### config.mk
export PLATFORM = sky130hd
export DESIGN_NAME = dsnpc_unit
export DESIGN_NICKNAME = d
export VERILOG_FILES = /design/src/rtl/dsnpc_pkg.sv /design/src/rtl/dsnpc_decode.sv /design/src/rtl/dsnpc_target.sv /design/src/rtl/dsnpc_resolve.sv /design/src/rtl/dsnpc_state.sv /design/src/rtl/dsnpc_unit.sv
export SDC_FILE = /design/constraint.sdc
export NUM_CORES = 1
export LEC_CHECK = 0
export ABC_AREA = 1
export BUFFER_PORTS_ARGS = -buffer_cell sky130_fd_sc_hd__buf_2
export CAP_MARGIN = 0
export CORE_ASPECT_RATIO = 0.5
export CORE_UTILIZATION = 55
export CTS_BUF_LIST = sky130_fd_sc_hd__clkbuf_4
export DETAILED_ROUTE_END_ITERATION = 10
export PLACE_DENSITY_LB_ADDON = 0.2
export SETUP_SLACK_MARGIN = 0.3
export SYNTH_ARGS = -nofsm -noshare
export SYNTH_HDL_FRONTEND = slang
export SYNTH_SLANG_ARGS = --single-unit
### constraint.sdc
create_clock -name clk -period 3.5 [get_ports clk]
set_clock_uncertainty 0.2 [all_clocks]
set_input_delay 0.175 -clock clk [delete_from_list [all_inputs] [get_ports clk]]
set_output_delay 0.175 -clock clk [all_outputs]
set_load 0.1 [all_outputs]
### src/rtl/dsnpc_pkg.sv
package dsnpc_pkg;

    localparam int PC_W   = 32;
    localparam int OFF_W  = 16;
    localparam int IDX_W  = 26;
    localparam int STEP   = 4;
    localparam int REGION_W = PC_W - IDX_W - 2;
    localparam int DISP_PAD = PC_W - OFF_W - 2;

    typedef enum logic [2:0] {
        XF_SEQ  = 3'd0,
        XF_BR   = 3'd1,
        XF_BRL  = 3'd2,
        XF_JDIR = 3'd3,
        XF_JREG = 3'd4
    } xfer_e;

    typedef struct packed {
        logic [PC_W-1:0] pc;
        logic [PC_W-1:0] npc;
        logic [PC_W-1:0] nnpc;
    } pc_trip_t;

    typedef struct packed {
        xfer_e kind;
        logic  is_branch;
        logic  is_ctrl;
        logic  links;
    } dec_t;

    typedef struct packed {
        logic [PC_W-1:0] br;
        logic [PC_W-1:0] jdir;
        logic [PC_W-1:0] jreg;
    } tgt_t;

    function automatic logic [PC_W-1:0] br_disp(input logic [OFF_W-1:0] off);
        return {{DISP_PAD{off[OFF_W-1]}}, off, 2'b00};
    endfunction

    function automatic logic [PC_W-1:0] jdir_addr(input logic [PC_W-1:0] base,
                                                  input logic [IDX_W-1:0] idx);
        return {base[PC_W-1 -: REGION_W], idx, 2'b00};
    endfunction

    function automatic logic [PC_W-1:0] jreg_addr(input logic [PC_W-1:0] rv,
                                                  input logic [PC_W-1:0] base);
        return {rv[PC_W-1:2], 1'b0, base[0]};
    endfunction

endpackage

### src/rtl/dsnpc_decode.sv
module dsnpc_decode
    import dsnpc_pkg::*;
(
    input  logic [2:0] cls_raw,
    input  logic       link_en,
    output dec_t       dec
);
    always_comb begin
        dec.kind      = XF_SEQ;
        dec.is_branch = 1'b0;
        dec.is_ctrl   = 1'b0;
        case (cls_raw)
            3'd1: begin dec.kind = XF_BR;   dec.is_branch = 1'b1; dec.is_ctrl = 1'b1; end
            3'd2: begin dec.kind = XF_BRL;  dec.is_branch = 1'b1; dec.is_ctrl = 1'b1; end
            3'd3: begin dec.kind = XF_JDIR; dec.is_ctrl = 1'b1; end
            3'd4: begin dec.kind = XF_JREG; dec.is_ctrl = 1'b1; end
            default: dec.kind = XF_SEQ;
        endcase
        dec.links = dec.is_ctrl & link_en;
    end
endmodule

### src/rtl/dsnpc_target.sv
module dsnpc_target
    import dsnpc_pkg::*;
(
    input  logic [PC_W-1:0]  npc,
    input  logic [OFF_W-1:0] offset,
    input  logic [IDX_W-1:0] jump_index,
    input  logic [PC_W-1:0]  reg_value,
    output tgt_t             tgt
);
    always_comb begin
        tgt.br   = npc + br_disp(offset);
        tgt.jdir = jdir_addr(npc, jump_index);
        tgt.jreg = jreg_addr(reg_value, npc);
    end
endmodule

### src/rtl/dsnpc_resolve.sv
module dsnpc_resolve
    import dsnpc_pkg::*;
(
    input  logic            retire,
    input  dec_t            dec,
    input  logic            cond_true,
    input  logic            cond_forced,
    input  pc_trip_t        cur,
    input  tgt_t            tgt,
    output logic [PC_W-1:0] exec_npc,
    output logic [PC_W-1:0] exec_nnpc,
    output logic            annul,
    output logic            link_we
);
    logic taken;

    always_comb begin
        taken     = cond_true | cond_forced;
        exec_npc  = cur.npc;
        exec_nnpc = cur.nnpc;
        annul     = 1'b0;
        case (dec.kind)
            XF_BR:   if (taken) exec_nnpc = tgt.br;
            XF_BRL: begin
                if (taken) begin
                    exec_nnpc = tgt.br;
                end else begin
                    exec_npc  = cur.nnpc;
                    exec_nnpc = cur.nnpc + PC_W'(STEP);
                    annul     = 1'b1;
                end
            end
            XF_JDIR: exec_nnpc = tgt.jdir;
            XF_JREG: exec_nnpc = tgt.jreg;
            default: ;
        endcase
        annul   = annul & retire;
        link_we = dec.links & retire;
    end
endmodule

### src/rtl/dsnpc_state.sv
module dsnpc_state
    import dsnpc_pkg::*;
#(
    parameter logic [PC_W-1:0] RESET_VEC = 32'h0040_0000
) (
    input  logic            clk,
    input  logic            rst,
    input  logic            retire,
    input  logic [PC_W-1:0] exec_npc,
    input  logic [PC_W-1:0] exec_nnpc,
    output pc_trip_t        cur
);
    localparam logic [PC_W-1:0] STEP_V = PC_W'(STEP);

    always_ff @(posedge clk) begin
        if (rst) begin
            cur.pc   <= RESET_VEC;
            cur.npc  <= RESET_VEC + STEP_V;
            cur.nnpc <= RESET_VEC + 2 * STEP_V;
        end else if (retire) begin
            cur.pc   <= exec_npc;
            cur.npc  <= exec_nnpc;
            cur.nnpc <= exec_nnpc + STEP_V;
        end
    end
endmodule

### src/rtl/dsnpc_unit.sv
module dsnpc_unit
    import dsnpc_pkg::*;
#(
    parameter logic [PC_W-1:0] RESET_VEC = 32'h0040_0000
) (
    input  logic             clk,
    input  logic             rst,
    input  logic             retire,
    input  logic [2:0]       xfer_class,
    input  logic             link_en,
    input  logic             cond_true,
    input  logic             cond_forced,
    input  logic [OFF_W-1:0] offset,
    input  logic [IDX_W-1:0] jump_index,
    input  logic [PC_W-1:0]  reg_value,
    output logic [PC_W-1:0]  pc,
    output logic [PC_W-1:0]  npc,
    output logic [PC_W-1:0]  nnpc,
    output logic             link_we,
    output logic [PC_W-1:0]  link_data,
    output logic             annul
);
    dec_t            dec;
    tgt_t            tgt;
    pc_trip_t        cur;
    logic [PC_W-1:0] exec_npc;
    logic [PC_W-1:0] exec_nnpc;

    dsnpc_decode u_dec (
        .cls_raw (xfer_class),
        .link_en (link_en),
        .dec     (dec)
    );

    dsnpc_target u_tgt (
        .npc        (cur.npc),
        .offset     (offset),
        .jump_index (jump_index),
        .reg_value  (reg_value),
        .tgt        (tgt)
    );

    dsnpc_resolve u_res (
        .retire      (retire),
        .dec         (dec),
        .cond_true   (cond_true),
        .cond_forced (cond_forced),
        .cur         (cur),
        .tgt         (tgt),
        .exec_npc    (exec_npc),
        .exec_nnpc   (exec_nnpc),
        .annul       (annul),
        .link_we     (link_we)
    );

    dsnpc_state #(.RESET_VEC(RESET_VEC)) u_st (
        .clk       (clk),
        .rst       (rst),
        .retire    (retire),
        .exec_npc  (exec_npc),
        .exec_nnpc (exec_nnpc),
        .cur       (cur)
    );

    assign pc        = cur.pc;
    assign npc       = cur.npc;
    assign nnpc      = cur.nnpc;
    assign link_data = cur.nnpc;
endmodule

==> results of run 1 <==
## final cells by class
class / instances / area [um2]
multi-input cells: 1192 / 6494
fillers: 1476 / 4801
flip-flops and latches: 94 / 1928
repair buffers: 295 / 1800
inverters: 265 / 999.7
well taps: 227 / 284.0
clock inverters: 6 / 92.59
clock buffers: 10 / 75.07
## power by group
group	internal (uW)	leakage [uW]	total [uW]	switching (uW)
clock network	302	0.0000836	754	452
logic	555	0.00511	2310	1750
registers	1160	0.000787	1280	121
total	2010	0.00598	4340	2330
## worst max-delay path, stage by stage, from the launching register on
cell     delay (ns)
dfxtp_4        0.39
ha_4           0.13
inv_2          0.04
fa_2           0.36
inv_2          0.11
nand3_2        0.09
nand2_2        0.14
nand2_1        0.07
nand3_1        0.12
nand2_1        0.09
a21oi_2        0.23
nand3_4        0.12
nor2_4         0.14
nand2_2        0.08
nor2_4         0.14
nand3_2        0.10
nor2_4         0.24
buf_6          0.14
nand3_2        0.05
nand2_1        0.06
nand2_1        0.06
a21oi_2        0.11
## how the worst max path moves through the flow
stage	slack, ns	start	to
6_report	0.24	u_st.cur[34]	u_st.cur[29]
5_1_grt	0.13	u_st.cur[53]	u_st.cur[27]
2_1_floorplan	0.29	u_st.cur[34]	u_st.cur[22]
4_1_cts	0.29	u_st.cur[3]	u_st.cur[22]
3_5_place_dp	0.04	u_st.cur[34]	u_st.cur[22]
3_3_place_gp	0.21	u_st.cur[34]	u_st.cur[22]
## cell usage in the layout, fill, tap and decap left out, types with 25 or more instances in the layout
master	count
a21oi_1	94
buf_2	208
buf_4	58
dfxtp_1	71
inv_1	253
nand2_1	450
nand2_2	31
nand3_1	113
nand4_1	31
nor2_1	135
nor2_2	25
nor2_4	28
o21ai_0	101
## stage by stage
step	std cells	hold slack, ns	util, %	setup WS [ns]	instance area (um2)
2_1_floorplan	1646	0.2812	-	0.2901	9343
3_3_place_gp	2017	0.2511	63.09	0.2061	10390
3_5_place_dp	2017	0.2577	63.09	0.04320	10390
4_1_cts	2064	0.005306	66.39	0.2928	10940
5_1_grt	2089	0.04039	70.86	0.1336	11670
6_report	2089	0.03485	70.86	0.2360	11670
## cell usage after synthesis (all sizes together), types with 4 or more instances
cell      n  share of area [%]
nor2    188                8.8
o211ai   13                1.0
nand2   483                 20
ha       31                4.2
a221oi   13                1.2
nand3   137                7.8
o22ai    16                1.1
nand4    33                2.3
clkbuf   35                1.4
xor2     10               0.94
a211oi    4               0.32
a22o      5               0.47
a31oi     4               0.27
dfxtp    94                 20
a21oi   103                6.0
nor3     18                1.0
and2      4               0.28
inv     265                 11
buf      60                4.4
o21ai   113                6.2
## layer usage
metal / share of wire, % / GRT usage, % / routed length [um] / vias to the layer above
li1: - / - / - / 5673
met1: 40 / 53.17 / 14880 / 5459
met2: 42 / 62.62 / 15710 / 832
met3: 12 / 10.54 / 4621 / 189
met4: 5.1 / 15.78 / 1892 / 2
met5: 0.030 / 0 / 11 / -
## cell families after synthesis
| logic type | after synthesis | share of synthesized area [%] |
|---|---|---|
| buf+inv | 360 | 16.46 |
| xor+xnor | 13 | 1.222 |
| fa+ha+maj | 32 | 4.378 |
| flops | 94 | 20.20 |
| simple gates | 869 | 40.57 |
| compound gates | 278 | 17.17 |
## what timing repair did
action,CTS,global route
hold buffers,23,0
buffers inserted,8,25
hold endpoints to repair,19,0
pin swaps,12,29
endpoints found under the setup margin,19,21
gates resized for setup,24,124
==> reports/metrics.cfg, run 1 <==
[final_layout]
reg_top3=u_st.cur x92
layout-drive-gt1-share_pct=25.56
largest_register=u_st.cur
antenna_cells=0
largest_register_ffs=92
layout.nets=1972
area_delta_synth_final_pct=25.29

[synthesis]
synth_cell_types=50
synth_area_mm2=0.009318
synth-edff-count=0
ys.flop_type=dfxtp_1
async_flop_share_pct=0
yosysWarningCount=0
netlist_instances=1646
syn_area_per_cell_um2=5.661
syn_nets=1761
seq_area_frac_synth_pct=20.20
ys_ff_latch=94

[place]
dp_hpwl_um=26960
gp_congestion=1.025
portBuffers=210

[grt]
grt_max_degree=69
grt_pass1_wl_um=53800
grt.total_usage_pct=40.35
overflow=0
first_global_vias=10440
antenna_found_initial=1

[floorplanning]
ioPinCount=213
die_w_um=186.1
core_mm2=0.01647
rows=33
die_area_mm2=0.01750
initial_core_util_pct=56.56
die_h_um=94.04

[sta]
timing.setup.tns_ns=0
rsz0062_at_grt=true
fin_crit_sh_pct=93.26
worst_slew_margin_rel_pct=48.25
slew_violations=0
period_needed_ns=3.264
finalHoldViolations=0
clock.fmax_mhz=306.4
tightestPinTransition_ns=0.7751
setup_violations=0

[flow_run]
maxCapViolCount=0

[worst_hold_path]
whs_path_depth=5
min_from=reg_value[21]
whs_endpoint=u_st.cur[53]
worstHoldPathType=in2reg

[clocking]
path_clk_slew_ns=0.17
root_buffer=clkbuf_4
cts.sinks=94
cts_buffer_depth=2
htree_levels=3
cts_tree=yes
numCtsBuffers=9
clock_latency_ns=0.54

[detailed_routing]
routed_wl_um=37110
wire_per_inst_um=17.77
drc=0
first_iter_violations=1457
ant_nets=0
firstDrtPassIters=6
vias=12160
detail_route.vias_per_cell=5.819

[critical_path]
reg2reg_from=u_st.cur[34]
worstPathArrival_ns=3.52
cp-end-kind=flip-flop
r2r_end=u_st.cur[29]
crit_fanout=6
critPathRequiredTime_ns=3.75
reg2reg_slack_ns=0.24
path_class=reg2reg
r2r_cells=21
start_kind=flip-flop

[power]
ir_drop_v=0.0002978
p_per_area_mw_per_mm2=371.9
leakage_uw=0.005982
finalPower_uw=4342

[status]
status=finished clean

Note: power is estimated with default switching activity, not from simulation.
==> run 2: changes to the inputs <==
PLACE_DENSITY = 0.85   (was unset)
PLACE_DENSITY_LB_ADDON = unset   (was 0.2)
==> run 2 against run 1 <==
Net effect: sequential cell count unchanged; register-to-register slack improved by 0.10 ns; die area unchanged; clock-buffer cell count decreased by 1; final cell count decreased by 0.96%; sequential share of layout area increased by 0.30 points; hold slack got worse by 0.021 ns; utilization decreased by 1.5 points; critical path type unchanged.
==> reports/metrics.cfg, run 2 (synthesis gave the netlist of run 1 again) <==
[power]
p_sw_uw=2246  ; -3.5%
p_per_area_mw_per_mm2=358.4  ; -3.6%
finalPower_uw=4095  ; -5.7%
netSwitchingFraction_pct=54.86  ; +1.3 points
ir_drop_v=0.0002840  ; -4.6%
sequentialPowerShare_pct=31.3  ; +1.8 points
clockPowerShare_pct=13.4  ; -4.0 points
p_int_uw=1848  ; -8.3%
combPwrFrac_pct=55.3  ; +2.1 points
leakage_uw=0.005871  ; -1.8%

[sta]
worst_slack_ns=0.3397  ; +0.1036 ns
timing.setup.tns_ns=0  ; unchanged
rsz0062_at_grt=true
finalHoldViolations=0  ; unchanged
clock.fmax_mhz=316.4  ; +3.3%
slew_violations=0  ; unchanged
period_needed_ns=3.160  ; -0.1036 ns
fin_crit_sh_pct=90.30  ; -3.0 points
setup_violations=0  ; unchanged
worst_slew_margin_rel_pct=44.06  ; -4.2 points
tightestPinTransition_ns=0.8379  ; +0.06279 ns

[floorplanning]
ioPinCount=213  ; unchanged
core_mm2=0.01647  ; unchanged
rows=33  ; unchanged
initial_core_util_pct=56.56  ; unchanged
die_h_um=94.04  ; unchanged
die_area_mm2=0.01750  ; unchanged
die_w_um=186.1  ; unchanged

[critical_path]
critPathMaxStageDelay_ns=0.39  ; about the same
reg2reg_slack_ns=0.34  ; +0.10 ns
worstPathArrival_ns=3.34  ; -0.18 ns
path_class=reg2reg
cp-end-kind=flip-flop
crit_path_cell_trace=ha_4, inv_2, fa_2, inv_2, nand3_2, nand2_2, nand2_2, nand2_2, nand2_1, nand3_1, nand2_1, nand2_2, o21ai_4, nor2_4, nand2_2, nor2_4, nand3_2, nor2_4, buf_6, xor2_1, a21oi_1
crit_fanout=5  ; -1
crit_slowest_cell=dfxtp_4
start_kind=flip-flop
timing.critical_path.mode_cell=nand2_2
critPathRequiredTime_ns=3.68  ; -0.07 ns

[final_layout]
area_delta_synth_final_pct=22.60
reg_top3=u_st.cur x92
largest_register_ffs=92  ; unchanged
fin_util_pct=69.34  ; -1.5 points
largest_register=u_st.cur
final_common_cell=nand2_1
layout.nets=1951  ; -1.1%
layout_common_cells=446 x nand2_1, 253 x inv_1, 208 x buf_2
final_cell_area_mm2=0.01142  ; -2.1%
fillers=1498  ; +1.5%
layout-drive-gt1-share_pct=24.88  ; -0.69 points

[clocking]
cts_tree=yes
root_buffer=clkbuf_4
path_clk_slew_ns=0.15  ; -0.02 ns
numCtsBuffers=9  ; unchanged
cts_buffer_depth=2  ; unchanged
htree_levels=3  ; unchanged
cts.sinks=94  ; unchanged
clock_latency_ns=0.50  ; -0.04 ns

[detailed_routing]
wire_per_inst_um=16.23  ; -8.7%
drc=0  ; unchanged
ant_nets=0  ; unchanged
routed_wl_um=33570  ; -9.5%
vias=11710  ; -3.7%
detail_route.vias_per_cell=5.659  ; -2.7%
firstDrtPassIters=6  ; unchanged
first_iter_violations=1252  ; -14%

[grt]
grt_pass1_wl_um=49080  ; -8.8%
overflow=0  ; unchanged
grt_max_degree=71  ; +2.9%
first_global_vias=9814  ; -6.0%
grt.total_usage_pct=36.32  ; -4.0 points
antenna_found_initial=1  ; unchanged

[place]
portBuffers=210  ; unchanged
place_ws_ns=0.1409  ; +0.09768 ns
dp_hpwl_um=24300  ; -9.9%
gp_congestion=0.9947  ; -3.0%
postPlaceCellArea_mm2=0.01038  ; -0.14%

[worst_hold_path]
worstHoldPathType=in2reg

[status]
status=finished clean

[flow_run]
maxCapViolCount=0  ; unchanged

run 2: area by class of cell:
type	count	area [um2]	share of cell area, %
multi-input combinational	1192	6501	56.91
sequential	94	1921	16.81
timing repair buffer	274	1609	14.09
inverter	265	997.2	8.729
tap	227	284.0	2.486
clock buffer	9	67.56	0.5915
clock inverter	7	41.29	0.3614
antenna	1	2.502	0.02191
run 2: critical path, delay by kind of cell, from the launching register on:
kind / cells / cell delay (ns)
xor gates and xnor gates: 1 / 0.14
and+or+nand+nor: 13 / 1.35
adders and majority gates: 2 / 0.53
buffers and inverters: 3 / 0.27
AOI/OAI and AO/OA: 2 / 0.18
DFF: 1 / 0.39
run 2: worst paths after layout:
path | start | endpoint | depth (start not counted)
worst min-delay path | reg_value[22] | u_st.cur[54] | 5
worst min register to register | u_st.cur[86] | u_st.cur[86] | 2
worst max-delay path | u_st.cur[34] | u_st.cur[23] | 21
worst max register to register | u_st.cur[34] | u_st.cur[23] | 21
run 2: power by group through the flow:
stage | sequential, uW | combinational (uW) | clock, uW
detailed placement | 1290 | 2050 | 0
floorplan | 1850 | 1080 | 0
CTS | 1270 | 2070 | 548
global route | 1290 | 2400 | 593
finish | 1280 | 2260 | 549
global placement | 1290 | 2030 | 0
run 2: stage by stage:
step,hold slack [ns],instances
floorplan,0.2812,1646
global placement,0.2531,2015
detailed placement,0.2535,2015
CTS,0.0009469,2047
global route,0.02238,2069
finish,0.01341,2069
run 2: timing repair:
action | 4_1_cts | 5_1_grt
gates resized for setup | 7 | 132
buffers inserted | 3 | 21
endpoints found under the hold margin | 9 | 0
hold buffers | 13 | 0
endpoints found under the setup margin | 18 | 20
pin swaps | 6 | 35
run 2: metal layers:
metal	GRT usage (%)	part of all wire (%)	routed length, um	vias up
met5	0	0	0	-
met4	14.62	3.5	1162	0
met3	9.225	12	4097	99
met2	56.53	43	14510	727
met1	47.77	41	13800	5248
li1	-	-	-	5635
==> run 3: changes to the inputs <==
CTS_CLUSTER_DIAMETER = 60   (was unset)
PLACE_DENSITY = 0.84   (was 0.85)
SYNTH_HIERARCHICAL = 1   (was unset)
==> run 3 against run 2 <==
Net effect: the flow now finishes with violations (setup timing); final area increased by 4.4%; clock power up 11%; clock-buffer cell count is the same; critical path depth grew 1; non-clock buffer count grew 15; setup slack lost 0.44 ns; maximum frequency decreased by 12%; largest cell class unchanged; die area up 6.6%; highest routed layer is now met5.
==> reports/metrics.cfg, run 3 <==
[power]
p_int_uw=2001  ; +8.2%
p_per_area_mw_per_mm2=390.0  ; +8.8%
clockPowerShare_pct=13.0  ; -0.4 points
sequentialPowerShare_pct=28.6  ; -2.7 points
ir_drop_v=0.0002421  ; -15%
combPwrFrac_pct=58.4  ; +3.1 points
finalPower_uw=4653  ; +14%
p_sw_uw=2652  ; +18%
netSwitchingFraction_pct=57.00  ; +2.1 points
leakage_uw=0.006164  ; +5.0%

[final_layout]
reg_top3=u_st/cur x94
area_delta_synth_final_pct=19.95
fin_cells=2123  ; +2.6%
largest_register=u_st/cur
antenna_cells=0  ; -1
final_common_cell=nand2_1
layout.nets=1999  ; +2.5%
layout-drive-gt1-share_pct=29.01  ; +4.1 points
fillers=1495  ; -0.20%
final_cell_area_mm2=0.01193  ; +4.4%
layout_common_cells=402 x nand2_1, 255 x nor2_1, 224 x inv_1
largest_register_ffs=94  ; +2.2%

[detailed_routing]
routed_wl_um=39750  ; +18%
drc=0  ; unchanged
firstDrtPassIters=9  ; +3
vias=12520  ; +6.9%
first_iter_violations=2414  ; +93%
ant_nets=0  ; unchanged
detail_route.vias_per_cell=5.897  ; +4.2%
wire_per_inst_um=18.72  ; +15%

[floorplanning]
die_area_mm2=0.01866  ; +6.6%
ioPinCount=213  ; unchanged
core_mm2=0.01753  ; +6.4%
rows=34  ; +3.0%
initial_core_util_pct=56.75  ; +0.20 points
die_h_um=97.10  ; +3.3%
die_w_um=192.2  ; +3.3%

[sta]
clock.fmax_mhz=278.1  ; -12%
tightestPinTransition_ns=0.9756  ; +0.1377 ns
rsz0062_at_grt=true
slew_violations=0  ; unchanged
worst_slew_margin_rel_pct=34.89  ; -9.2 points
finalHoldViolations=0  ; unchanged
period_needed_ns=3.595  ; +0.4351 ns
whs_ns=0.05355  ; +0.04015 ns
worst_slack_ns=-0.09549  ; -0.4351 ns
fin_crit_sh_pct=102.7  ; +12 points
setup_violations=5  ; +5

[synthesis]
yosysWarningCount=6  ; +6
syn_area_per_cell_um2=5.710  ; +0.87%
netlist_instances=1742  ; +5.8%
synth_area_mm2=0.009947  ; +6.8%

[worst_hold_path]
worstHoldPathType=in2reg

[critical_path]
start_kind=flip-flop
crit_fanout=5  ; unchanged
reg2reg_slack_ns=-0.1  ; -0.44 ns
cp-end-kind=flip-flop
critPathRequiredTime_ns=3.71  ; +0.03 ns
path_class=reg2reg
worstPathArrival_ns=3.81  ; +0.47 ns

[status]
failed_checks=setup timing
status=finished, violations left

[grt]
antenna_found_initial=1  ; unchanged
overflow=0  ; unchanged
grt_pass1_wl_um=54190  ; +10%
grt_max_degree=69  ; -2.8%
first_global_vias=9876  ; +0.63%
grt.total_usage_pct=37.95  ; +1.6 points

[clocking]
htree_levels=3  ; unchanged
numCtsBuffers=9  ; unchanged
cts_tree=yes
path_clk_slew_ns=0.16  ; about the same
clock_latency_ns=0.51  ; about the same
cts_buffer_depth=2  ; unchanged
cts.sinks=94  ; unchanged
root_buffer=clkbuf_4

[flow_run]
maxCapViolCount=0  ; unchanged

[place]
gp_congestion=1.027  ; +3.3%
dp_cells=2068  ; +2.6%
portBuffers=210  ; unchanged
place_ws_ns=0.03759  ; -0.1033 ns
dp_hpwl_um=27390  ; +13%
postPlaceCellArea_mm2=0.01060  ; +2.1%

run 3: cell count changes in the layout (fill, tap and decap cells not counted), sizes merged, moves of 15 or more:
cell | before | now
a22o | 5 | 22
buf | 261 | 287
a21oi | 103 | 59
inv | 265 | 240
nor2 | 188 | 312
o22ai | 16 | 1
run 3: cell type report:
cell class / instances / area, um2 / area share [%]
multi-input cells: 1252 / 7009 / 58.75
flip-flops and latches: 94 / 1947 / 16.32
repair buffers: 289 / 1655 / 13.87
inverters: 238 / 897.1 / 7.519
well taps: 234 / 292.8 / 2.454
clock buffers: 9 / 67.56 / 0.5663
clock inverters: 7 / 62.56 / 0.5243
run 3: per-layer routing:
layer	part of all wire [%]	track usage [%]
met1	40	56.28
met2	38	50.33
met3	18	15.67
met4	3.9	6.905
met5	0.028	0
run 3: per-stage QoR:
stage,setup TNS [ns],utilization (%)
CTS,0,63.76
global placement,0,60.46
detailed placement,0,60.46
global route,-0.5632,68.08
finish,-0.3096,68.08
floorplan,0,-
run 3: path summary, 6_finish.rpt:
| kind | from | to | cells after the start |
|---|---|---|---|
| worst min register to register | u_st/cur[86] | u_st/cur[86] | 2 |
| worst max register to register | u_st/cur[37] | u_st/cur[28] | 22 |
| worst min-delay path | jump_index[3] | u_st/cur[37] | 5 |
| worst max-delay path | u_st/cur[37] | u_st/cur[28] | 22 |
run 3: what timing repair did:
action / CTS / global route
hold endpoints to repair: 24 / 0
setup buffers: 13 / 24
pin swaps: 46 / 90
setup endpoints to repair: 19 / 24
resized for setup: 75 / 131
hold buffers: 2 / 0
run 3: power groups by stage:
stage                     combinational, uW  sequential (uW)  clock [uW]
after floorplan                        1260             1910           0
after global placement                 2290             1330           0
after detailed placement               2300             1330           0
after CTS                              2400             1310         604
after global routing                   2820             1340         650
final                                  2720             1330         607
run 3: critical path, stage by stage, from the launching register on:
cell     delay [ns]
dfxtp_2        0.42
ha_4           0.24
nand2_1        0.14
nand2_1        0.09
nand2_1        0.09
nand2_1        0.11
nor2_1         0.23
nor2_1         0.07
nor2_1         0.13
xnor2_1        0.20
o21ai_1        0.11
a31oi_1        0.16
nand2_1        0.15
nand3_2        0.14
nand2_2        0.10
nor2_2         0.24
nand2_4        0.10
nor2_2         0.17
nand2_1        0.08
nand2_1        0.06
nand3_1        0.10
nand2_1        0.13
inv_1          0.04
